===== config.mk =====
export PLATFORM = sky130hd
export DESIGN_NAME = cmd_byte_receiver
export DESIGN_NICKNAME = d
export VERILOG_FILES = /design/src/rtl/rx_cmd_pkg.sv /design/src/rtl/rx_hs_fsm.sv /design/src/rtl/rx_cmd_buffer.sv /design/src/rtl/cmd_byte_receiver.sv
export SDC_FILE = /design/constraint.sdc
export NUM_CORES = 1
export LEC_CHECK = 0
export ABC_CLOCK_PERIOD_IN_PS = 1600
export BUFFER_PORTS_ARGS = -buffer_cell sky130_fd_sc_hd__buf_2
export CAP_MARGIN = 20
export CORE_ASPECT_RATIO = 0.8
export CORE_MARGIN = 3
export CORE_UTILIZATION = 47
export DETAILED_ROUTE_END_ITERATION = 10
export PLACE_DENSITY = 0.84
export SLEW_MARGIN = 30
export SYNTH_ARGS = -nofsm -noshare
export SYNTH_HDL_FRONTEND = slang
export SYNTH_HIERARCHICAL = 1
export SYNTH_SLANG_ARGS = --single-unit

===== constraint.sdc =====
create_clock -name clk -period 1.6 [get_ports clk]
set_clock_uncertainty 0.15 [all_clocks]
set_input_delay 0.08 -clock clk [delete_from_list [all_inputs] [get_ports clk]]
set_output_delay 0.08 -clock clk [all_outputs]
set_load 0.02 [all_outputs]

===== src/rtl/rx_cmd_pkg.sv =====
package rx_cmd_pkg;

    typedef enum logic [1:0] {
        WAIT_SYN = 2'd0,
        ACK_BYTE = 2'd1,
        ACK_LAST = 2'd2,
        HOLD_MSG = 2'd3
    } rx_state_t;

endpackage


===== src/rtl/rx_hs_fsm.sv =====
module rx_hs_fsm
    import rx_cmd_pkg::*;
#(
    parameter int          DATA_W   = 8,
    parameter logic [7:0]  EOC_BYTE = 8'hAA
) (
    input  logic              clk,
    input  logic              rst,
    input  logic              syn,
    input  logic [DATA_W-1:0] data,
    input  logic              release_in,
    output logic              ack,
    output logic              capture,
    output logic              clear,
    output logic              ready,
    output logic              holding
);

    rx_state_t state_q, state_d;
    logic      is_eoc;
    logic      ready_q;

    assign is_eoc = (data == DATA_W'(EOC_BYTE));

    always_comb begin
        state_d = state_q;
        unique case (state_q)
            WAIT_SYN: if (syn)        state_d = is_eoc ? ACK_LAST : ACK_BYTE;
            ACK_BYTE: if (!syn)       state_d = WAIT_SYN;
            ACK_LAST: if (!syn)       state_d = HOLD_MSG;
            HOLD_MSG: if (release_in) state_d = WAIT_SYN;
            default:                  state_d = WAIT_SYN;
        endcase
    end

    always_ff @(posedge clk) begin
        if (rst) begin
            state_q <= WAIT_SYN;
            ready_q <= 1'b0;
        end else begin
            state_q <= state_d;
            ready_q <= (state_q == WAIT_SYN) && syn && is_eoc;
        end
    end

    always_comb begin
        ack     = (state_q == ACK_BYTE) || (state_q == ACK_LAST);
        capture = (state_q == WAIT_SYN) && syn;
        clear   = (state_q == HOLD_MSG) && release_in;
        holding = (state_q == HOLD_MSG);
        ready   = ready_q;
    end

    AST_READY_PULSE: assert property (@(posedge clk) disable iff (rst)
        ready |=> !ready);
    AST_ACK_HOLD: assert property (@(posedge clk) disable iff (rst)
        (ack && syn) |=> ack);
    AST_NO_CAPTURE_IN_ACK: assert property (@(posedge clk) disable iff (rst)
        ack |-> !capture);
    AST_HOLD_IGNORES_SYN: assert property (@(posedge clk) disable iff (rst)
        (holding && !release_in) |=> (holding && !ack));

endmodule


===== src/rtl/rx_cmd_buffer.sv =====
module rx_cmd_buffer #(
    parameter int DATA_W = 8,
    parameter int DEPTH  = 9,
    parameter int CNT_W  = 4
) (
    input  logic                    clk,
    input  logic                    rst,
    input  logic                    wr_en,
    input  logic                    clr,
    input  logic [DATA_W-1:0]       wr_data,
    output logic [DEPTH*DATA_W-1:0] slots,
    output logic [CNT_W-1:0]        count,
    output logic                    overflow
);

    localparam logic [CNT_W-1:0] FULL = CNT_W'(DEPTH);

    logic room;
    assign room = (count < FULL);

    for (genvar g = 0; g < DEPTH; g++) begin : g_slot
        logic [DATA_W-1:0] slot_q;
        always_ff @(posedge clk) begin
            if (rst)
                slot_q <= '0;
            else if (wr_en && (count == CNT_W'(g)))
                slot_q <= wr_data;
        end
        assign slots[g*DATA_W +: DATA_W] = slot_q;
    end

    always_ff @(posedge clk) begin
        if (rst || clr) begin
            count    <= '0;
            overflow <= 1'b0;
        end else if (wr_en) begin
            if (room)
                count <= count + 1'b1;
            else
                overflow <= 1'b1;
        end
    end

    AST_COUNT_CAP: assert property (@(posedge clk) disable iff (rst)
        count <= FULL);
    AST_NO_OVERFLOW: assert property (@(posedge clk) disable iff (rst)
        (wr_en && !room) |=> (overflow && count == FULL));
    AST_CLEAR_ZERO: assert property (@(posedge clk) disable iff (rst)
        clr |=> (count == '0 && !overflow));

endmodule


===== src/rtl/cmd_byte_receiver.sv =====
module cmd_byte_receiver #(
    parameter int         DATA_W   = 8,
    parameter int         DEPTH    = 9,
    parameter logic [7:0] EOC_BYTE = 8'hAA,
    localparam int        CNT_W    = $clog2(DEPTH + 1)
) (
    input  logic                    clk,
    input  logic                    rst,
    input  logic [DATA_W-1:0]       host_data,
    input  logic                    host_syn,
    output logic                    host_ack,
    output logic [DEPTH*DATA_W-1:0] buf_data,
    output logic [CNT_W-1:0]        byte_count,
    output logic                    overflow,
    output logic                    cmd_ready,
    input  logic                    cmd_release
);

    logic capture, clear, holding;

    rx_hs_fsm #(
        .DATA_W   (DATA_W),
        .EOC_BYTE (EOC_BYTE)
    ) u_fsm (
        .clk        (clk),
        .rst        (rst),
        .syn        (host_syn),
        .data       (host_data),
        .release_in (cmd_release),
        .ack        (host_ack),
        .capture    (capture),
        .clear      (clear),
        .ready      (cmd_ready),
        .holding    (holding)
    );

    rx_cmd_buffer #(
        .DATA_W (DATA_W),
        .DEPTH  (DEPTH),
        .CNT_W  (CNT_W)
    ) u_buf (
        .clk      (clk),
        .rst      (rst),
        .wr_en    (capture),
        .clr      (clear),
        .wr_data  (host_data),
        .slots    (buf_data),
        .count    (byte_count),
        .overflow (overflow)
    );

    AST_ACK_NEEDS_SYN: assert property (@(posedge clk) disable iff (rst)
        $rose(host_ack) |-> $past(host_syn));
    AST_READY_WITH_ACK: assert property (@(posedge clk) disable iff (rst)
        cmd_ready |-> $rose(host_ack));
    AST_HOLD_STABLE: assert property (@(posedge clk) disable iff (rst)
        (holding && !cmd_release) |=> ($stable(byte_count) && $stable(buf_data)));
    AST_RELEASE_IDLE: assert property (@(posedge clk) disable iff (rst)
        (!holding && cmd_release && !host_syn) |=> $stable(byte_count));

endmodule


**After elaboration in Yosys (flattened, before gate mapping)**

Cells that the tools add are included.
Widths: inputs -> output; s select.

- Muxes and demuxes: 6
- $add $sub $neg: 1
- Eq/ne operators: 16
- Bitwise operators: 1
- Magnitude comparators: 1
- Reduce and logical (&&, ||, !) cells: 19

Operators by type and width:

| kind | number |
|---|---|
| $eq 4x3->1 const B | 4 |
| $logic_and 1x1->1 | 12 |
| $mux 2 | 5 |
| $eq 4x2->1 const B | 2 |
| $eq 8x8->1 const B | 1 |
| $ne 2x2->1 const B | 4 |
| $pmux 2 s4 | 1 |
| $add 4x1->4 const B | 1 |
| $eq 2x2->1 const B | 2 |
| $eq 4x1->1 const B | 1 |
| $eq 4x4->1 const B | 1 |
| $logic_not 4->1 | 1 |
| $lt 4x4->1 const B | 1 |
| $reduce_and 2->1 | 2 |
| $reduce_and 4->1 | 1 |
| $eq 2x1->1 const B | 1 |
| $logic_not 2->1 | 1 |
| $logic_or 1x1->1 | 2 |
| $not 1->1 | 1 |

- Bits in registers: 80

**Longest topological paths before layout**

- Word-level depth: 4
- Gate-level depth with buffers: 8
- Mapped depth without buffers: 6

**By module**

Netlist, hierarchy kept.

By module, submodules not included:

| module | seq. area each (um^2) | area an instance (um^2) | cells an instance | instances |
|---|---|---|---|---|
| rx_cmd_buffer | 1541.5 | 2995.4 | 326 | 1 |
| rx_hs_fsm | 60.1 | 280.3 | 27 | 1 |

**Worst setup path after synthesis**

OpenSTA, ideal clock, no wires.

- Kind: register to register
- Start: reg u_fsm.state_q[0]
- End: reg u_buf.count[2]
- Cell stages (with the launch flop): 8
- Path buffers: 2
- Library setup time: 0.088 ns
- Period minus slack after synthesis: 1.748 ns
- Arrival: 1.510 ns
- Data required time: 1.362 ns
- Slack: -0.148 ns
- Path through: dfxtp_1 inv_1 ha_1 and2_2 buf_6 and4b_4 buf_6 nor4_2

- Word-level cells in the longest chain between the ends: 3
- Elaborated cells on any way between the ends: 6
- Those cells by class: eq/ne (1); reduce/logical (5)

RTL lines:

| item | line | text |
|---|---|---|
| from (decl) | rx_hs_fsm.sv:19 | `rx_state_t state_q, state_d;` |
| from (signal assigned) | rx_hs_fsm.sv:41 | `state_q <= state_d;` |
| $logic_not 2->1 | rx_hs_fsm.sv:48 | `capture = (state_q == WAIT_SYN) && syn;` |
| $logic_and 1x1->1 | rx_hs_fsm.sv:48 |  |
| named net capture | cmd_byte_receiver.sv:19 | `logic capture, clear, holding;` |
| $reduce_and 2->1 (no line) | -- |  |
| to (signal assigned) | rx_cmd_buffer.sv:38 | `count <= count + 1'b1;` |
| to (decl) | rx_cmd_buffer.sv:12 | `output logic [CNT_W-1:0] count,` |

The timed path passes the listed nets, and every way through them passes these cells.
A chain may end at the register's enable or synchronous reset.

**Worst setup path after layout**

- Start: reg u_fsm.state_q[0]
- End: reg u_buf.g_slot[2].slot_q[6]

- Word-level cells in the longest chain between the ends: 3

RTL lines:

| item | line | text |
|---|---|---|
| $logic_not 2->1 | rx_hs_fsm.sv:48 |  |
| $logic_and 1x1->1 | rx_hs_fsm.sv:48 |  |
| named net capture | cmd_byte_receiver.sv:19 |  |
| $logic_and 1x1->1 | rx_cmd_buffer.sv:26 | `else if (wr_en && (count == CNT_W'(g)))` |
| to (signal assigned) | rx_cmd_buffer.sv:27 | `slot_q <= wr_data;` |
| to (decl) | rx_cmd_buffer.sv:22 | `logic [DATA_W-1:0] slot_q;` |

The timed path passes the listed nets, and every way through them passes these cells.

==> metrics.cfg <==
[timing]
fin_crit_sh_pct=104
max_freq_ghz=0.603
drv_slew=0
rsz0062_at_grt=true
period_needed_ns=1.66
hold_violations=0
fin_tns_setup_ns=-0.641
slew_headroom_pct=72.8
setup_ws_ns=-0.0591
fin_hold_ws_ns=0.0340
tightest_slew_ns=0.408
setup_violations=29

[clock_network]
cts_made_buffers=9
htree_levels=3
clk_pin_slew_ns=0.08
clock-root-buffer=clkbuf_8
clkLatencyLatePin_ns=0.35
clk_path_buf_depth=2
cts.sinks=80
cts_tree=yes

[floorplan]
core-area_sq_um=6570
initial_core_util_pct=49.8
io_pins=91
die_area_sq_um=8010
die_x_um=99.3
die_y_um=80.7
core.rowCount=26

[route]
ant_nets=0
first_pass_iters=4
wl_per_cell_um=15.9
vias_per_cell=5.18
drt_iter0_markers=121
drc=0
route.vias.total=2824
routed_wirelength_um=8660

[critical_path]
worstPathRequired_ns=1.69
start_kind=register
cp_data_arrival_time_ns=1.75
worst-setup-path-type=reg -> reg
r2r_setup_slack_ns=-0.06
crit_fanout=8
end_kind=register

[logic_synthesis]
synth_edf_count=0
yosys_warnings=6
seq_area_frac_synth_pct=48.9
syn_avg_cell_area_sq_um=9.28
syn_inst=353
ys_types=33
ys_async_sr_fraction_pct=0
synth.net_count=375
ys.flop_type=dfxtp_1
synth-seq-cells=80
synthesis.area_sq_um=3280

[run_status]
violations=negative setup slack
status=finished, violations left

[global_route]
grt_pass1_vias=2724
grt-ovfl-total=0
grt_max_degree=41
grt_usage_pct=22.4
antenna_found_initial=0
grt_pass1_wl_um=13800

[cells_and_area]
num_antenna_cells=0
drive_gt1_share_pct=37.3
area_growth_syn_to_layout_pct=28.5
nets=479

[place]
port_buffers=90
dp_slack_ns=-0.118
gp_congestion=0.817
hpwlAfterDp_um=5860

[power_and_ir_drop]
cellLeakagePower_uw=0.00177
max-vdd-ir-drop_mv=0.783
power_density_nw_per_um2=1130

[job]
drv_cap=0

[hold_path]
worstHoldPathType=in -> reg

## stage by stage
stage / instances / util [%] / total power [uW] / area (sq um)
final: 545 / 64.1 / 4770 / 4210
after global routing: 545 / 64.1 / 5020 / 4210
after CTS: 544 / 63.1 / 4790 / 4150
after detailed placement: 517 / 58.5 / 3460 / 3850
after global placement: 517 / 58.5 / 3410 / 3850
after floorplan: 353 / - / 3110 / 3310
## cell type report
| class | count | area [sq um] |
|---|---|---|
| clock buffer | 10 | 128 |
| multi-input combinational | 243 | 1600 |
| fill | 582 | 2360 |
| sequential | 80 | 1610 |
| clock inverter | 5 | 35.0 |
| timing repair buffer | 119 | 719 |
| tap | 84 | 105 |
| inverter | 4 | 15.0 |
## cells in the final DEF (no fill, tap or decap), drive strengths merged
cell type	n
nor2	35
and4b	7
mux2i	34
a311oi	2
nand3	1
o21ai	1
clkbuf	10
nor3	2
a21boi	1
clkinv	4
and3	1
and2	3
inv	4
and4bb	6
buf	110
nor4	1
dfxtp	80
a31o	1
dlygate4sd3	9
clkinvlp	1
nand2b	5
nand2	84
nand4b	5
a21oi	40
ha	10
a41oi	1
a31oi	3
## flip-flops by register name, summed over array words and instances (netlist names)
register and count:
u_buf/count 4, u_fsm/state_q 2, u_buf/g_slot.slot_q 72, u_fsm/ready 1
u_buf/overflow 1
## final timing paths
path | from | end | cells past startpoint
worst max-delay path | u_fsm/state_q[0] | u_buf/g_slot[2].slot_q[6] | 7
worst min-delay path | host_data[3] | u_buf/g_slot[4].slot_q[3] | 4
worst max register to register | u_fsm/state_q[0] | u_buf/g_slot[2].slot_q[6] | 7
worst min register to register | u_buf/g_slot[4].slot_q[7] | u_buf/g_slot[4].slot_q[7] | 2
## cells by family (layout without fill, tap and decap cells)
family                     Yosys count  in the layout  synth area share [%]
AOI/OAI and AO/OA                   49             49                  9.24
buffers and inverters               32            138                  5.42
DFF                                 80             80                  48.9
muxes                               34             34                  10.4
and+or+nand+nor                    148            150                  22.2
adders and majority gates           10             10                  3.82
## synthesized netlist by cell type, types with 3 or more instances
cell	number	share of area [%]
nand4b_1	5	1.3
buf_6	3	1.0
mux2i_1	34	10
clkbuf_2	3	0.46
nand2_1	84	9.6
buf_4	5	1.1
a21oi_2	8	2.1
a31oi_1	3	0.57
ha_1	10	3.8
dfxtp_1	80	49
clkbuf_1	7	0.80
and4bb_2	4	1.5
buf_2	10	1.5
nand2b_1	3	0.57
a21oi_1	32	4.9
inv_1	4	0.46
nor2_1	35	4.0
and4b_1	5	1.5
## repair_timing
item	4_1_cts	5_1_grt
hold endpoints to repair	44	0
hold buffers	9	0
pin swaps	11	20
setup buffers	1	1
cloned	2	0
resized for setup	8	20
endpoints found under the setup margin	54	79
## critical path, cell delays in order (launching register included)
cell	delay, ns
dfxtp_2	0.33
inv_2	0.07
ha_4	0.15
and2_4	0.18
and4bb_2	0.26
buf_12	0.14
mux2i_2	0.20
nor2_1	0.06
## power by group
group | total, uW | internal, uW | switching (uW)
sequential | 2200 | 2120 | 84.1
clock | 1270 | 554 | 718
combinational | 1300 | 572 | 724
total | 4770 | 3250 | 1530
## metal layers
| layer | GRT usage, % | routed length [um] | vias up |
|---|---|---|---|
| met5 | 0 | 0 | - |
| met4 | 6.96 | 96 | 0 |
| met3 | 7.73 | 681 | 11 |
| met2 | 36.0 | 4030 | 93 |
| met1 | 28.3 | 3850 | 1336 |
| li1 | - | - | 1384 |
(Power assumes the default switching activity.)
